==> config.mk <==
export PLATFORM = sky130hd
export DESIGN_NAME = bcd_calendar_alarm
export DESIGN_NICKNAME = d
export VERILOG_FILES = /design/src/rtl/bcd_cal_pkg.sv /design/src/rtl/bcd_cal_ctrl.sv /design/src/rtl/bcd_cal_datapath.sv /design/src/rtl/bcd_calendar_alarm.sv
export SDC_FILE = /design/constraint.sdc
export NUM_CORES = 1
export LEC_CHECK = 0
export ABC_AREA = 1
export BUFFER_PORTS_ARGS = -buffer_cell sky130_fd_sc_hd__buf_4
export CAP_MARGIN = 15
export CORE_MARGIN = 2
export CORE_UTILIZATION = 40
export CTS_CLUSTER_SIZE = 14
export DETAILED_ROUTE_END_ITERATION = 8
export PLACE_DENSITY = 0.61
export RECOVER_POWER = 50
export SYNTH_ARGS = -nofsm -noshare
export SYNTH_HDL_FRONTEND = slang
export SYNTH_SLANG_ARGS = --single-unit
==> constraint.sdc <==
create_clock -name clk -period 3.9 [get_ports clk]
set_input_delay 0.78 -clock clk [delete_from_list [all_inputs] [get_ports clk]]
set_output_delay 0.78 -clock clk [all_outputs]
set_load 0.03 [all_outputs]
==> src/rtl/bcd_cal_pkg.sv <==
package bcd_cal_pkg;
  localparam int ADDR_W = 8;
  localparam int DATA_W = 8;

  localparam logic [ADDR_W-1:0] ADR_CTL     = 8'h14;
  localparam logic [ADDR_W-1:0] ADR_SEC     = 8'h15;
  localparam logic [ADDR_W-1:0] ADR_MIN     = 8'h16;
  localparam logic [ADDR_W-1:0] ADR_HOUR    = 8'h17;
  localparam logic [ADDR_W-1:0] ADR_DAY_LO  = 8'h18;
  localparam logic [ADDR_W-1:0] ADR_DAY_HI  = 8'h19;
  localparam logic [ADDR_W-1:0] ADR_AMIN    = 8'h1A;
  localparam logic [ADDR_W-1:0] ADR_AHOUR   = 8'h1B;
  localparam logic [ADDR_W-1:0] ADR_ADAY_LO = 8'h1C;
  localparam logic [ADDR_W-1:0] ADR_ADAY_HI = 8'h1D;

  typedef struct packed {
    logic              advance;
    logic              apply;
    logic [ADDR_W-1:0] addr;
    logic [DATA_W-1:0] data;
  } calStrb_t;

  // returns {carry, next value} of a two-digit BCD counter
  function automatic logic [DATA_W:0] bcdInc(input logic [DATA_W-1:0] v,
                                             input logic [DATA_W-1:0] lastVal);
    logic [DATA_W:0] r;
    if (v == lastVal)          r = {1'b1, 8'h00};
    else if (v[3:0] == 4'h9)   r = {1'b0, v[7:4] + 4'h1, 4'h0};
    else                       r = {1'b0, v[7:4], v[3:0] + 4'h1};
    return r;
  endfunction
endpackage

==> src/rtl/bcd_cal_ctrl.sv <==
module bcd_cal_ctrl
  import bcd_cal_pkg::*;
(
  input  logic              clk,
  input  logic              rst_n,
  input  logic              tick,
  input  logic              wrEn,
  input  logic [ADDR_W-1:0] addr,
  input  logic [DATA_W-1:0] wrData,
  input  logic              almHit,
  output calStrb_t          strb,
  output logic [2:0]        fieldEn,
  output logic [DATA_W-1:0] ctlRd,
  output logic              irq
);
  logic calEnQ, intEnQ, flagQ;
  logic [2:0] fieldEnQ;
  logic pendV;
  logic [ADDR_W-1:0] pendAddr;
  logic [DATA_W-1:0] pendData;
  logic busy, apply, ctlWr, flagClr;
  logic [ADDR_W-1:0] effAddr;
  logic [DATA_W-1:0] effData;

  assign busy    = tick && calEnQ;
  assign apply   = !busy && (pendV || wrEn);
  assign effAddr = pendV ? pendAddr : addr;
  assign effData = pendV ? pendData : wrData;
  assign ctlWr   = apply && (effAddr == ADR_CTL);
  assign flagClr = ctlWr && effData[2];

  assign strb    = '{advance: busy, apply: apply, addr: effAddr, data: effData};
  assign fieldEn = fieldEnQ;
  assign irq     = flagQ && intEnQ;
  assign ctlRd   = {busy, 1'b0, fieldEnQ, flagQ, intEnQ, calEnQ};

  always_ff @(posedge clk or negedge rst_n) begin
    if (!rst_n) begin
      pendV    <= 1'b0;
      pendAddr <= '0;
      pendData <= '0;
    end else if (wrEn && (busy || pendV)) begin
      pendV    <= 1'b1;
      pendAddr <= addr;
      pendData <= wrData;
    end else if (apply) begin
      pendV    <= 1'b0;
    end
  end

  always_ff @(posedge clk or negedge rst_n) begin
    if (!rst_n) begin
      calEnQ   <= 1'b0;
      intEnQ   <= 1'b0;
      fieldEnQ <= '0;
    end else if (ctlWr) begin
      calEnQ   <= effData[0];
      intEnQ   <= effData[1];
      fieldEnQ <= effData[5:3];
    end
  end

  always_ff @(posedge clk or negedge rst_n) begin
    if (!rst_n)               flagQ <= 1'b0;
    else if (busy && almHit)  flagQ <= 1'b1;
    else if (flagClr)         flagQ <= 1'b0;
  end

  AST_HELD_WRITE_LANDS: assert property (@(posedge clk) disable iff (!rst_n)
    (wrEn && busy && !pendV) |=> (strb.apply && strb.addr == $past(addr)))
    else $error("held write not applied");

  AST_FLAG_ONLY_ON_ADVANCE: assert property (@(posedge clk) disable iff (!rst_n)
    $rose(flagQ) |-> $past(busy))
    else $error("flag rose without advance");

  AST_FLAG_STICKY: assert property (@(posedge clk) disable iff (!rst_n)
    (flagQ && !flagClr) |=> flagQ)
    else $error("flag dropped without clear");

  AST_NO_WRITE_WHILE_BUSY: assert property (@(posedge clk) disable iff (!rst_n)
    busy |=> $stable(calEnQ) && $stable(fieldEnQ))
    else $error("control changed by busy-cycle write");
endmodule

==> src/rtl/bcd_cal_datapath.sv <==
module bcd_cal_datapath
  import bcd_cal_pkg::*;
#(
  parameter int DAY_W = 15
) (
  input  logic              clk,
  input  logic              rst_n,
  input  calStrb_t          strb,
  input  logic [2:0]        fieldEn,
  output logic [DATA_W-1:0] secQ,
  output logic [DATA_W-1:0] minQ,
  output logic [DATA_W-1:0] hourQ,
  output logic [DAY_W-1:0]  dayQ,
  output logic [DATA_W-1:0] almMinQ,
  output logic [DATA_W-1:0] almHourQ,
  output logic [DAY_W-1:0]  almDayQ,
  output logic              almHit
);
  localparam int DAY_HI_W = DAY_W - DATA_W;

  logic [DATA_W:0] secInc, minInc, hourInc;
  logic [DATA_W-1:0] secNext, minNext, hourNext;
  logic [DAY_W-1:0] dayNext;
  logic minMatch, hourMatch, dayMatch;

  always_comb begin
    secInc   = bcdInc(secQ, 8'h59);
    minInc   = bcdInc(minQ, 8'h59);
    hourInc  = bcdInc(hourQ, 8'h23);
    secNext  = secInc[DATA_W-1:0];
    minNext  = secInc[DATA_W] ? minInc[DATA_W-1:0] : minQ;
    hourNext = (secInc[DATA_W] && minInc[DATA_W]) ? hourInc[DATA_W-1:0] : hourQ;
    dayNext  = (secInc[DATA_W] && minInc[DATA_W] && hourInc[DATA_W])
               ? DAY_W'(dayQ + 1'b1) : dayQ;
  end

  assign minMatch  = !fieldEn[0] || (minNext == almMinQ);
  assign hourMatch = !fieldEn[1] || (hourNext == almHourQ);
  assign dayMatch  = !fieldEn[2] || (dayNext == almDayQ);
  assign almHit    = (secNext == 8'h00) && minMatch && hourMatch && dayMatch;

  always_ff @(posedge clk or negedge rst_n) begin
    if (!rst_n) begin
      secQ  <= '0;
      minQ  <= '0;
      hourQ <= '0;
      dayQ  <= '0;
    end else if (strb.advance) begin
      secQ  <= secNext;
      minQ  <= minNext;
      hourQ <= hourNext;
      dayQ  <= dayNext;
    end else if (strb.apply) begin
      case (strb.addr)
        ADR_SEC:    secQ  <= strb.data;
        ADR_MIN:    minQ  <= strb.data;
        ADR_HOUR:   hourQ <= strb.data;
        ADR_DAY_LO: dayQ[DATA_W-1:0]     <= strb.data;
        ADR_DAY_HI: dayQ[DAY_W-1:DATA_W] <= strb.data[DAY_HI_W-1:0];
        default: ;
      endcase
    end
  end

  always_ff @(posedge clk or negedge rst_n) begin
    if (!rst_n) begin
      almMinQ  <= '0;
      almHourQ <= '0;
      almDayQ  <= '0;
    end else if (strb.apply) begin
      case (strb.addr)
        ADR_AMIN:    almMinQ  <= strb.data;
        ADR_AHOUR:   almHourQ <= strb.data;
        ADR_ADAY_LO: almDayQ[DATA_W-1:0]     <= strb.data;
        ADR_ADAY_HI: almDayQ[DAY_W-1:DATA_W] <= strb.data[DAY_HI_W-1:0];
        default: ;
      endcase
    end
  end

  AST_SEC_WRAP: assert property (@(posedge clk) disable iff (!rst_n)
    (strb.advance && secQ == 8'h59) |=> (secQ == 8'h00))
    else $error("seconds did not wrap");

  AST_HOLD_IDLE: assert property (@(posedge clk) disable iff (!rst_n)
    (!strb.advance && !strb.apply) |=> ($stable(secQ) && $stable(dayQ)))
    else $error("time moved without tick or write");

  AST_DAY_WRAP: assert property (@(posedge clk) disable iff (!rst_n)
    (strb.advance && secQ == 8'h59 && minQ == 8'h59 && hourQ == 8'h23 && (&dayQ))
      |=> (dayQ == '0))
    else $error("day count did not wrap");

  AST_HIT_AT_ZERO_SEC: assert property (@(posedge clk) disable iff (!rst_n)
    (strb.advance && almHit) |=> (secQ == 8'h00))
    else $error("alarm hit off the minute");
endmodule

==> src/rtl/bcd_calendar_alarm.sv <==
module bcd_calendar_alarm
  import bcd_cal_pkg::*;
#(
  parameter int DAY_W = 15
) (
  input  logic              clk,
  input  logic              rst_n,
  input  logic              tick,
  input  logic              wrEn,
  input  logic [ADDR_W-1:0] addr,
  input  logic [DATA_W-1:0] wrData,
  output logic [DATA_W-1:0] rdData,
  output logic              irq
);
  calStrb_t strb;
  logic [2:0] fieldEn;
  logic almHit;
  logic [DATA_W-1:0] ctlRd, secQ, minQ, hourQ, almMinQ, almHourQ;
  logic [DAY_W-1:0] dayQ, almDayQ;

  bcd_cal_ctrl ctrl_i (
    .clk(clk), .rst_n(rst_n), .tick(tick), .wrEn(wrEn), .addr(addr),
    .wrData(wrData), .almHit(almHit), .strb(strb), .fieldEn(fieldEn),
    .ctlRd(ctlRd), .irq(irq)
  );

  bcd_cal_datapath #(.DAY_W(DAY_W)) dp_i (
    .clk(clk), .rst_n(rst_n), .strb(strb), .fieldEn(fieldEn),
    .secQ(secQ), .minQ(minQ), .hourQ(hourQ), .dayQ(dayQ),
    .almMinQ(almMinQ), .almHourQ(almHourQ), .almDayQ(almDayQ), .almHit(almHit)
  );

  always_comb begin
    case (addr)
      ADR_CTL:     rdData = ctlRd;
      ADR_SEC:     rdData = secQ;
      ADR_MIN:     rdData = minQ;
      ADR_HOUR:    rdData = hourQ;
      ADR_DAY_LO:  rdData = dayQ[DATA_W-1:0];
      ADR_DAY_HI:  rdData = DATA_W'(dayQ >> DATA_W);
      ADR_AMIN:    rdData = almMinQ;
      ADR_AHOUR:   rdData = almHourQ;
      ADR_ADAY_LO: rdData = almDayQ[DATA_W-1:0];
      ADR_ADAY_HI: rdData = DATA_W'(almDayQ >> DATA_W);
      default:     rdData = '0;
    endcase
  end
endmodule

* Word-level counts from Yosys, hierarchy flattened
Index checks and enable logic that the tools add are counted.
** Cells by class
- Add/sub/neg operators :: 7
- $mul :: 0
- Div/mod/pow operators :: 0
- $lt $le $gt $ge :: 0
- Eq/ne operators :: 29
- Shifts and indexed selects :: 0
- Multiplexer cells :: 29
- Bitwise gates (word level) :: 0
- Reduce and logical (&&, ||, !) cells :: 39
** Operator list (number)
- $eq A8 B5 Y1 const B :: 20
- $mux W8 :: 17
- $pmux W8 S10 :: 1
- $mux W15 :: 3
- $mux W9 :: 3
- $add A4 B1 Y4 const B :: 6
- $reduce_and A2 Y1 :: 9
- $eq A8 B7 Y1 const B :: 2
- $eq A8 B8 Y1 :: 2
- $reduce_bool A2 Y1 :: 8
- $add A15 B1 Y15 const B :: 1
- $eq A15 B15 Y1 :: 1
- $eq A4 B4 Y1 const B :: 3
- $logic_and A1 B1 Y1 :: 12
- $eq A8 B6 Y1 const B :: 1
- $logic_not A8 Y1 :: 1
- $mux W7 :: 1
- $logic_or A1 B1 Y1 :: 5
- $logic_not A1 Y1 :: 4
- $mux W1 :: 4
** Word-level totals
- Register bits :: 93
- Latch bits :: 0
- Memory bits (writable) :: 0
- Bits in read-only memories :: 0
- Input port bits :: 20
- Output and inout port bits :: 9
- Word-level logic and storage cells :: 120
- Memories kept :: 0

* Logic depth before layout (Yosys ltp)
Gate-level depths: netlist of the first run.
- Word-level depth :: 11
- Gate-level depth with buffers :: 18
- Depth with buffers taken out :: 17

* Cells and area by module
From an unflattened synthesis of the first run, not the netlist that was laid out.
** Second synthesis, totals
- Cells, all modules :: 1095
- Area total of the unflattened synthesis :: 7163.1 µm²
** Modules (own cells, without submodules)
- bcd_cal_datapath :: times used 1, cells each 740, area an instance 4984.8 µm², sequential area each 1751.7 µm²
- bcd_cal_ctrl :: times used 1, cells each 165, area an instance 1258.7 µm², sequential area each 575.6 µm²
- bcd_calendar_alarm :: times used 1, cells each 190, area an instance 919.6 µm², sequential area each 0.0 µm²

* Least setup slack after synthesis of the first run
OpenSTA, ideal clock, no wires.
- Path type :: input-to-output
- Start :: input port addr[6]
- End :: output port rdData[0]
- Arrival time :: 2.152 ns
- Data required time :: 3.120 ns
- Path slack :: 0.968 ns
- Cell stages on the path :: 6
- Path buffers :: 1
- Cell sequence :: inv_1 nand4_1 inv_1 clkbuf_1 nand2_1 o2111ai_1
** Between the ends
- Cells in the longest elaborated chain, start to end :: 2
- Elaborated cells between the ends (all ways) :: 11
- Those cells by class :: eq/ne: 10; mux: 1
** Ends and longest elaborated chain
- start, declared :: line bcd_calendar_alarm.sv:10 : input logic [ADDR_W-1:0] addr,
- $eq A8 B5 Y1 :: line bcd_calendar_alarm.sv:34 : case (addr)
- $pmux W8 S10 (*) :: line bcd_calendar_alarm.sv:34
- end, declared :: line bcd_calendar_alarm.sv:12 : output logic [DATA_W-1:0] rdData,
Mark *: on every way between the ends. The rest lies on a longest branch, timed or not.

* Worst setup path in the final report of the first run
Same ends and word-level chain as after synthesis.

==> out/qor.csv, run 1 <==
stage,metric,value,unit
clock_tree,number of buffers created by CTS,9,
power,pwr dens,371,nW/µm²
worst_setup_path,capture point of the worst reg-to-reg path,ctrl_i.flagQ,
worst_setup_path,required time of the critical path,3120,ps
yosys,"area leader, netlist",dfrtp_1,
yosys,number of synthesized flops with an enable pin,0,
timing,worst-margin pin slew,1570,ps
placed_design,Placed Instances,1183,
timing,number of setup violations in the final report,0,
layout,NumNets Final,1011,
timing,headroom to the max-slew limit,-0.0452,
yosys,net count of the mapped netlist,981,
clock_tree,clock-pin slew on the worst setup and hold paths,70,ps
worst_setup_path,Worst Reg2Reg Path Length in Cells,16,
floorplan,effective utilization at floorplan,0.408,
detailed_routing,wire per inst,18.9,µm
worst_setup_path,"Critical Path, Cell by Cell",buf_4 -> inv_1 -> nand4_1 -> inv_1 -> nand2_1 -> nor2_1 -> a221oi_1 -> o2111ai_1 -> buf_4,
placed_design,placed wire-length estimate after detailed placement,17100,µm
worst_setup_path,WP data arrival,2510,ps
timing,Final Max Slew Viols,62,
grt,Total GRT Usage,0.274,
timing,TNS Setup,0,ps
yosys,warnings from Yosys,0,
worst_setup_path,cell at the slowest stage of the critical path,nor2_1,
yosys,Synth top area share,0.360,
clock_tree,number of levels the H-tree was split into,3,
clock_tree,hold buffer count at cts,0,
layout,"non-filler cells, final",1199,
grt,wire length of the first global-routing pass,34600,µm
detailed_routing,Initial DRC Count,727,
timing,worst clock skew on the final layout,11.0,ps
clock_tree,clock tree from TritonCTS,done,
placed_design,port bufs,28,
clock_tree,clock insertion delay at the later pin of the skew report,360,ps
hold_path,worst hold stages,2,
timing,Max Fclk,304,MHz
layout,area overhead of the layout relative to synthesis,11.6,%
layout,"leading cell types in the layout, fill and taps excluded","327 x nand2_1, 114 x inv_1, 93 x dfrtp_1",
outcome,violations in the final reports,"max-capacitance violations, max-slew violations",
worst_setup_path,largest fanout on the critical path,8,
yosys,fraction of the mapped netlist area in adder cells,0.0252,
grt,GRT Residual Overflow,0,
layout,fraction of final layout cells with drive strength greater than 1,0.0916,
detailed_routing,vias per inst,5.57,
clock_tree,maximum clock path buffer count,2,
floorplan,Die W,131,µm
hold_path,min-delay src,ctrl_i.pendData[0],
grt,vias in the first global route,5795,
yosys,"Distinct cells, synth",39,
yosys,leading cell types by total area after synthesis,"dfrtp_1 36%, nand2_1 19%, inv_1 6.6%, nand3_1 5.8%, o21ai_0 5.1%",
yosys,"share of synthesized cell area in and, or, nand and nor gates",0.348,
worst_setup_path,register-to-register setup slack,1170,ps
yosys,Post-synth ARST share,1.00,
timing,time the worst path needs with I/O delays and setup,3290,ps
yosys,largest family of logic cells by synthesized area,simple AND/OR/NAND/NOR gates,
yosys,post-synthesis instance total,948,
worst_setup_path,delay of the slowest cell on the worst path,490,ps
detailed_routing,DRC Markers,0,
detailed_routing,total number of vias,6682,
worst_setup_path,sort of element at the end of the critical path,output port,
placed_design,global placement routability congestion,0.955,
yosys,netlist area before placement,6460,µm²
clock_tree,Clock Sink Count,93,
yosys,post-synthesis mux area share,0.00349,
detailed_routing,final routed wirelength across all metal layers,22700,µm
layout,# fillers,1655,
timing,count of final hold-check violations,0,
worst_setup_path,Worst path top cell family by delay,simple AND/OR/NAND/NOR gates,
detailed_routing,TritonRoute pass-1 iters,6,
grt,largest net degree at the start of global routing,62,
yosys,Synth Area in Compound Gates,0.165,
yosys,post-synthesis sequential area ratio,0.360,
yosys,leading register cell type out of synthesis,dfrtp_1,
floorplan,number of placed I/O pins,29,
yosys,Syn Area/Cell,6.82,µm²
layout,"most common cell after layout, fill and taps aside",nand2_1,
hold_path,type of the worst min-delay path,flop to flop,
power,static leakage power,0.00335,µW
yosys,xor-xnor portion of the synthesized cell area,0.0108,
outcome,run status,"finished, violations left",
clock_tree,number of buffers added for setup after CTS,0,
clock_tree,number of gates given a new drive strength after cts,0,
floorplan,DIE AREA,17200,µm²
layout,number of diodes,0,
hold_path,endpoint of the worst hold-timing path,ctrl_i.pendData[0],
worst_setup_path,type of the setup path with the least slack,input port to output port,
floorplan,placement row count,46,
timing,setup repair after global routing missed its margin,no,
power,worst supply voltage drop on vdd,0.000218,V
worst_setup_path,kind of start point of the critical path,input port,
grt,antenna violations before repair,0,
timing,fin crit share,0.844,
floorplan,Die Ht,131,µm
flow_run,max capacitance violation total,1,
yosys,flip-flop and latch count after synthesis,93,
worst_setup_path,CP Buf/Inv Count,4,
floorplan,area of the core,15800,µm²
detailed_routing,DRT antenna net count,0,
worst_setup_path,worst r2r src,dp_i.secQ[1],
clock_tree,master cell of the clock root buffer,clkbuf_16,
worst max path at each step:
stage,startpoint,to,slack (ps),cells past startpoint
after floorplan,addr[6],rdData[0],970,6
after global placement,addr[6],rdData[6],730,9
after detailed placement,addr[6],rdData[0],710,9
after CTS,addr[6],rdData[0],710,9
after global routing,addr[6],rdData[0],410,9
final,addr[6],rdData[0],610,9
cells in the mapped netlist (2+ instances only):
| library cell | number |
|---|---|
| nand2_1 | 327 |
| inv_1 | 114 |
| dfrtp_1 | 93 |
| nand3_1 | 75 |
| nor2_1 | 67 |
| o21ai_0 | 66 |
| o221ai_1 | 33 |
| o22ai_1 | 20 |
| nand4_1 | 16 |
| clkbuf_1 | 13 |
| ha_1 | 13 |
| o21ai_1 | 13 |
| a221oi_1 | 10 |
| nand2_2 | 9 |
| a21oi_1 | 8 |
| buf_2 | 7 |
| nor2_2 | 7 |
| o2111ai_1 | 6 |
| xor2_1 | 6 |
| a31oi_1 | 5 |
| nor3_1 | 5 |
| inv_2 | 4 |
| nand3_2 | 4 |
| o211ai_1 | 4 |
| or2_2 | 4 |
| mux2_2 | 2 |
| nand3_4 | 2 |
| nor2_4 | 2 |
| or2_1 | 2 |
| xnor2_1 | 2 |
sequential cells by signal, summed over array words and instances, names as in the netlist:
register / flops
ctrl_i.calEnQ: 1
ctrl_i.fieldEn: 3
ctrl_i.flagQ: 1
ctrl_i.intEnQ: 1
ctrl_i.pendAddr: 8
ctrl_i.pendData: 8
ctrl_i.pendV: 1
dp_i.almDayQ: 15
dp_i.almHourQ: 8
dp_i.almMinQ: 8
dp_i.dayQ: 15
dp_i.hourQ: 8
dp_i.minQ: 8
dp_i.secQ: 8
metal layers:
metal  vias to the layer above  wire [µm]  GRT usage
met1                      3127      10500      0.409
met3                        35       2000     0.0515
met5                         -          0          0
met2                       290       9740      0.403
met4                         0        514     0.0801
li1                       3230          -          -
power breakdown:
| group | leakage (µW) | internal, µW | switching (µW) |
|---|---|---|---|
| Combinational | 0.00194 | 193 | 339 |
| Sequential | 0.00127 | 1080 | 133 |
| Clock | 0.000144 | 504 | 427 |
| Total | 0.00335 | 1780 | 899 |
metrics by stage:
step / setup WS, ps / util / power (µW) / instance area [µm²] / hold slack, ps
detailed placement: 706 / 0.438 / 1750 / 6930 / 468
floorplan: 968 / - / 1550 / 6460 / 445
global placement: 728 / 0.438 / 1750 / 6930 / 461
global route: 408 / 0.455 / 2810 / 7210 / 502
finish: 609 / 0.455 / 2670 / 7210 / 480
CTS: 713 / 0.457 / 2680 / 7230 / 486
worst reg2reg max path: stages, from the launching register on:
cell     delay (ps)
dfrtp_1         440
inv_1           100
ha_1            210
nand3_4         160
nor2_4          340
nand3_4         310
inv_4           310
nand2_1         110
nand3_1          80
nand2_1          60
nor2_1           90
nand2_1          70
nor2_1          160
nand2_1          80
nand2_1          60
nand2_1          50
nand2_1          50
area by class of cell:
cell class / count / area (µm²) / share of cell area
clock buffers: 10 / 229 / 0.0318
clock inverters: 6 / 68.8 / 0.00955
inverters: 119 / 449 / 0.0623
multi-input cells: 713 / 3570 / 0.495
flip-flops and latches: 93 / 2330 / 0.323
well taps: 216 / 270 / 0.0375
repair buffers: 42 / 298 / 0.0413
cell families after synthesis:
logic type               after synthesis
AO/OA/AOI/OAI                        167
XOR/XNOR                               8
adder cells (fa/ha/maj)               13
buffers and inverters                142
flip-flops                            93
multiplexers                           2
AND/OR/NAND/NOR                      523
Power figures use the tool's default switching activity.
==> run 2: changes to the inputs <==
clock period = 3.3 ns   (was 3.9 ns; I/O delays follow)
==> run 2 against run 1 <==
Effect of this change: sequential cell count unchanged; first-iteration DRC count increased by 1.2%; via count decreased by 0.73%; register-to-register slack got worse by 570 ps; sequential share of layout area decreased by 0.11 points; cell count about the same; hold slack improved by 1.8 ps; the flow still finishes with violations (max-capacitance violations, max-slew violations); combinational power increased by 20%; cell area increased by 0.35%; setup slack got worse by 300 ps; clock power increased by 19%.
==> out/qor.csv, run 2 (synthesized netlist as in run 1, its figures left out) <==
stage,metric,value,unit
timing,count of final hold-check violations,0,
worst_setup_path,required time of the critical path,2640,ps
timing,headroom to the max-slew limit,-0.703,
timing,worst clock skew on the final layout,9.43,ps
layout,area overhead of the layout relative to synthesis,12.0,%
grt,wire length of the first global-routing pass,34700,µm
floorplan,DIE AREA,17200,µm²
clock_tree,number of buffers added for setup after CTS,0,
layout,number of diodes,0,
floorplan,effective utilization at floorplan,0.408,
layout,fraction of final layout cells with drive strength greater than 1,0.0965,
clock_tree,maximum clock path buffer count,2,
timing,number of setup violations in the final report,0,
power,pwr dens,440,nW/µm²
timing,fin crit share,0.908,
clock_tree,number of buffers created by CTS,9,
clock_tree,number of levels the H-tree was split into,3,
placed_design,port bufs,28,
layout,NumNets Final,1012,
clock_tree,number of gates given a new drive strength after cts,0,
timing,TNS Setup,0,ps
worst_setup_path,largest fanout on the critical path,11,
power,static leakage power,0.00337,µW
floorplan,placement row count,46,
clock_tree,clock insertion delay at the later pin of the skew report,360,ps
detailed_routing,TritonRoute pass-1 iters,6,
outcome,violations in the final reports,"max-capacitance violations, max-slew violations",
layout,"most common cell after layout, fill and taps aside",nand2_1,
outcome,run status,"finished, violations left",
detailed_routing,Initial DRC Count,736,
clock_tree,Clock Sink Count,93,
timing,Final Max Slew Viols,47,
detailed_routing,vias per inst,5.53,
detailed_routing,DRT antenna net count,0,
detailed_routing,final routed wirelength across all metal layers,22800,µm
clock_tree,clock tree from TritonCTS,done,
power,total power after layout,3180,µW
worst_setup_path,sort of element at the end of the critical path,output port,
grt,GRT Residual Overflow,0,
worst_setup_path,kind of start point of the critical path,input port,
worst_setup_path,type of the setup path with the least slack,input port to output port,
timing,worst-margin pin slew,2550,ps
flow_run,max capacitance violation total,1,
floorplan,Die Ht,131,µm
timing,setup repair after global routing missed its margin,no,
detailed_routing,total number of vias,6633,
floorplan,Die W,131,µm
timing,time the worst path needs with I/O delays and setup,3000,ps
detailed_routing,DRC Markers,0,
clock_tree,hold buffer count at cts,0,
layout,"leading cell types in the layout, fill and taps excluded","327 x nand2_1, 114 x inv_1, 93 x dfrtp_1",
floorplan,number of placed I/O pins,29,
detailed_routing,wire per inst,19.0,µm
worst_setup_path,WP data arrival,2340,ps
placed_design,global placement routability congestion,1.02,
layout,registers with the most flip-flops,"dp_i.almDayQ x15, dp_i.dayQ x15",
clock_tree,clock-pin slew on the worst setup and hold paths,70,ps
power,worst supply voltage drop on vdd,0.000248,V
grt,antenna violations before repair,0,
clock_tree,master cell of the clock root buffer,clkbuf_16,
placed_design,placed wire-length estimate after detailed placement,17400,µm
hold_path,type of the worst min-delay path,flop to flop,
layout,# fillers,1650,
timing,Max Fclk,334,MHz
grt,vias in the first global route,5903,
floorplan,area of the core,15800,µm²
grt,Total GRT Usage,0.277,
grt,largest net degree at the start of global routing,47,
==> run 2: area by class of cell <==
| class | instances | area (µm²) | area share |
|---|---|---|---|
| inverter | 119 | 449 | 0.0621 |
| clock inverter | 7 | 81.3 | 0.0112 |
| clock buffer | 9 | 225 | 0.0311 |
| multi-input combinational | 713 | 3570 | 0.493 |
| sequential | 93 | 2330 | 0.322 |
| tap | 216 | 270 | 0.0374 |
| timing repair buffer | 43 | 314 | 0.0434 |
==> run 2: worst max-delay path, cell delays in order <==
cell and delay, ps:
buf_4 100, inv_1 50, nand4_1 270, inv_1 190
buf_4 180, nand2_1 170, o22ai_1 210, a21oi_1 60
o2111ai_1 200, buf_4 230
==> run 2: report_power, final <==
group | switching, µW | internal, µW | total [µW]
sequential | 159 | 1270 | 1430
clock | 512 | 600 | 1110
combinational | 407 | 228 | 636
total | 1080 | 2100 | 3180
==> run 2: metal layers <==
| layer | wire length, µm | track usage | vias up |
|---|---|---|---|
| met3 | 2020 | 0.0662 | 41 |
| met5 | 0 | 0 | - |
| met4 | 669 | 0.111 | 0 |
| met1 | 10500 | 0.398 | 3099 |
| met2 | 9580 | 0.399 | 264 |
| li1 | - | - | 3229 |
==> run 2: final timing paths <==
kind / from / to / slack (ps) / cells after the start
setup / recovery: addr[6] / rdData[7] / 300 / 10
hold / removal: ctrl_i.pendData[3] / ctrl_i.pendData[3] / 480 / 2
setup reg to reg: dp_i.hourQ[4] / ctrl_i.flagQ / 600 / 16
hold reg to reg: ctrl_i.pendData[3] / ctrl_i.pendData[3] / 480 / 2
max in group asynchronous: rst_n / dp_i.almDayQ[3] / 670 / 2
min in group asynchronous: rst_n / dp_i.hourQ[1] / 1090 / 1
==> run 2: per-stage QoR <==
step                      utilization  area [µm²]  cells  hold WS [ps]  worst slack, ps
final                           0.457        7230   1200           482              305
after global routing            0.457        7230   1200           504             90.2
after CTS                       0.458        7250   1200           332              354
after detailed placement        0.438        6940   1184           468              356
after global placement          0.438        6940   1184           461              366
after floorplan                     -        6460    948           364              608
==> run 3: changes to the inputs <==
RECOVER_POWER = 100   (was 50)
==> run 3 against run 2 <==
Effect of this change: the flow still finishes with violations (max-capacitance violations, max-slew violations); register-to-register slack lost 180 ps; critical path depth is the same; clock-buffer cell count is the same; setup slack lost 28 ps; hold slack gained 2.3 ps; sequential cell count is the same; first-iteration DRC count grew 6.4%; core utilization shrank 0.37 points.
==> out/qor.csv, run 3 (synthesized netlist as in run 1, its figures left out) <==
stage,metric,value,unit
worst_setup_path,largest fanout on the critical path,11,
worst_setup_path,worst r2r src,dp_i.hourQ[4],
worst_setup_path,type of the setup path with the least slack,input port to output port,
grt,antenna violations before repair,0,
worst_setup_path,required time of the critical path,2640,ps
hold_path,min-delay src,ctrl_i.pendData[3],
worst_setup_path,"Critical Path, Cell by Cell",buf_4 -> inv_1 -> nand4_1 -> inv_1 -> buf_4 -> nand2_1 -> o22ai_1 -> a21oi_1 -> o2111ai_1 -> clkbuf_2,
worst_setup_path,WP data arrival,2360,ps
placed_design,instance area after placement,6940,µm²
hold_path,endpoint of the worst hold-timing path,ctrl_i.pendData[3],
grt,wire length of the first global-routing pass,34700,µm
hold_path,worst hold stages,2,
worst_setup_path,delay of the slowest cell on the worst path,270,ps
clock_tree,number of gates given a new drive strength after cts,0,
placed_design,placed wire-length estimate after detailed placement,17400,µm
flow_run,max capacitance violation total,1,
clock_tree,clock tree from TritonCTS,done,
clock_tree,number of buffers created by CTS,9,
power,pwr dens,443,nW/µm²
timing,setup repair after global routing missed its margin,no,
power,worst supply voltage drop on vdd,0.000249,V
layout,NumNets Final,1012,
timing,headroom to the max-slew limit,-0.694,
floorplan,area of the core,15800,µm²
timing,time the worst path needs with I/O delays and setup,3020,ps
floorplan,Die W,131,µm
worst_setup_path,Worst path top cell family by delay,buffers and inverters,
power,static leakage power,0.00335,µW
detailed_routing,Initial DRC Count,783,
detailed_routing,vias per inst,5.56,
worst_setup_path,register-to-register setup slack,420,ps
floorplan,placement row count,46,
grt,GRT Residual Overflow,0,
layout,"most common cell after layout, fill and taps aside",nand2_1,
grt,vias in the first global route,5903,
layout,# fillers,1658,
worst_setup_path,Worst Reg2Reg Path Length in Cells,16,
layout,number of diodes,0,
layout,Final Core Density,0.453,
timing,fin crit share,0.916,
detailed_routing,total number of vias,6672,
floorplan,effective utilization at floorplan,0.408,
worst_setup_path,sort of element at the end of the critical path,output port,
floorplan,Die Ht,131,µm
worst_setup_path,capture point of the worst reg-to-reg path,ctrl_i.flagQ,
clock_tree,Clock Sink Count,93,
worst_setup_path,cell at the slowest stage of the critical path,nand4_1,
clock_tree,clock insertion delay at the later pin of the skew report,360,ps
timing,final critical-path setup slack,277,ps
grt,Total GRT Usage,0.277,
worst_setup_path,kind of start point of the critical path,input port,
detailed_routing,wire per inst,19.0,µm
worst_setup_path,critical path depth in cells,10,
timing,number of setup violations in the final report,0,
layout,registers with the most flip-flops,"dp_i.almDayQ x15, dp_i.dayQ x15",
layout,fraction of final layout cells with drive strength greater than 1,0.0874,
clock_tree,master cell of the clock root buffer,clkbuf_16,
outcome,violations in the final reports,"max-capacitance violations, max-slew violations",
timing,worst clock skew on the final layout,7.59,ps
layout,"leading cell types in the layout, fill and taps excluded","327 x nand2_1, 115 x inv_1, 93 x dfrtp_1",
detailed_routing,TritonRoute pass-1 iters,5,
outcome,run status,"finished, violations left",
clock_tree,number of levels the H-tree was split into,3,
timing,worst-margin pin slew,2540,ps
worst_setup_path,CP Buf/Inv Count,5,
layout,area overhead of the layout relative to synthesis,11.1,%
clock_tree,maximum clock path buffer count,2,
placed_design,worst slack at placement,356,ps
timing,TNS Setup,0,ps
detailed_routing,final routed wirelength across all metal layers,22800,µm
detailed_routing,DRT antenna net count,0,
clock_tree,clock-pin slew on the worst setup and hold paths,70,ps
floorplan,number of placed I/O pins,29,
timing,Final Max Slew Viols,47,
detailed_routing,DRC Markers,0,
grt,largest net degree at the start of global routing,47,
floorplan,DIE AREA,17200,µm²
placed_design,port bufs,28,
layout,final design area excluding fillers,7180,µm²
timing,Max Fclk,331,MHz
timing,count of final hold-check violations,0,
power,total power after layout,3180,µW
clock_tree,number of buffers added for setup after CTS,0,
clock_tree,hold buffer count at cts,0,
placed_design,global placement routability congestion,1.02,
hold_path,type of the worst min-delay path,flop to flop,
==> run 3: area by class of cell <==
class | count | area, µm² | area share
repair buffers | 43 | 287 | 0.0399
well taps | 216 | 270 | 0.0377
clock inverters | 7 | 81.3 | 0.0113
multi-input cells | 713 | 3540 | 0.493
flip-flops and latches | 93 | 2330 | 0.324
clock buffers | 9 | 225 | 0.0314
inverters | 119 | 449 | 0.0626
==> run 3: worst max path at each step <==
| stage | startpoint | end | slack [ps] |
|---|---|---|---|
| floorplan | addr[6] | rdData[0] | 610 |
| global placement | addr[6] | rdData[6] | 370 |
| finish | addr[6] | rdData[7] | 280 |
| detailed placement | addr[6] | rdData[7] | 360 |
| CTS | addr[6] | rdData[7] | 350 |
| global route | addr[6] | rdData[5] | 70 |
==> run 3: power by group <==
group          internal [µW]  total (µW)  switching [µW]  leakage, µW
registers               1270        1430             159      0.00127
logic                    227         633             406      0.00194
clock network            600        1110             512     0.000146
==> run 3: per-layer routing <==
metal | wire [µm] | global-route usage
met5 | 0 | 0
met4 | 663 | 0.111
met3 | 1990 | 0.0662
met2 | 9580 | 0.399
met1 | 10500 | 0.398
==> run 3: per-stage QoR <==
step / hold WS, ps / cells
3_3_place_gp: 461 / 1184
6_report: 484 / 1200
3_5_place_dp: 468 / 1184
2_1_floorplan: 364 / 948
4_1_cts: 332 / 1200
5_1_grt: 504 / 1200
==> run 3: worst register-to-register path, stage by stage, from the launching register on <==
cell and delay (ps):
dfrtp_1 430, inv_1 200, ha_1 180, nand2_1 80, nor2_2 250, nand3_2 450, inv_4 370, nand2_1 110
nand3_1 90, nand2_1 70, nor2_1 100, nand2_1 70, nor2_1 170, nand2_1 90, nand2_1 70, nand2_1 50
nand2_1 60
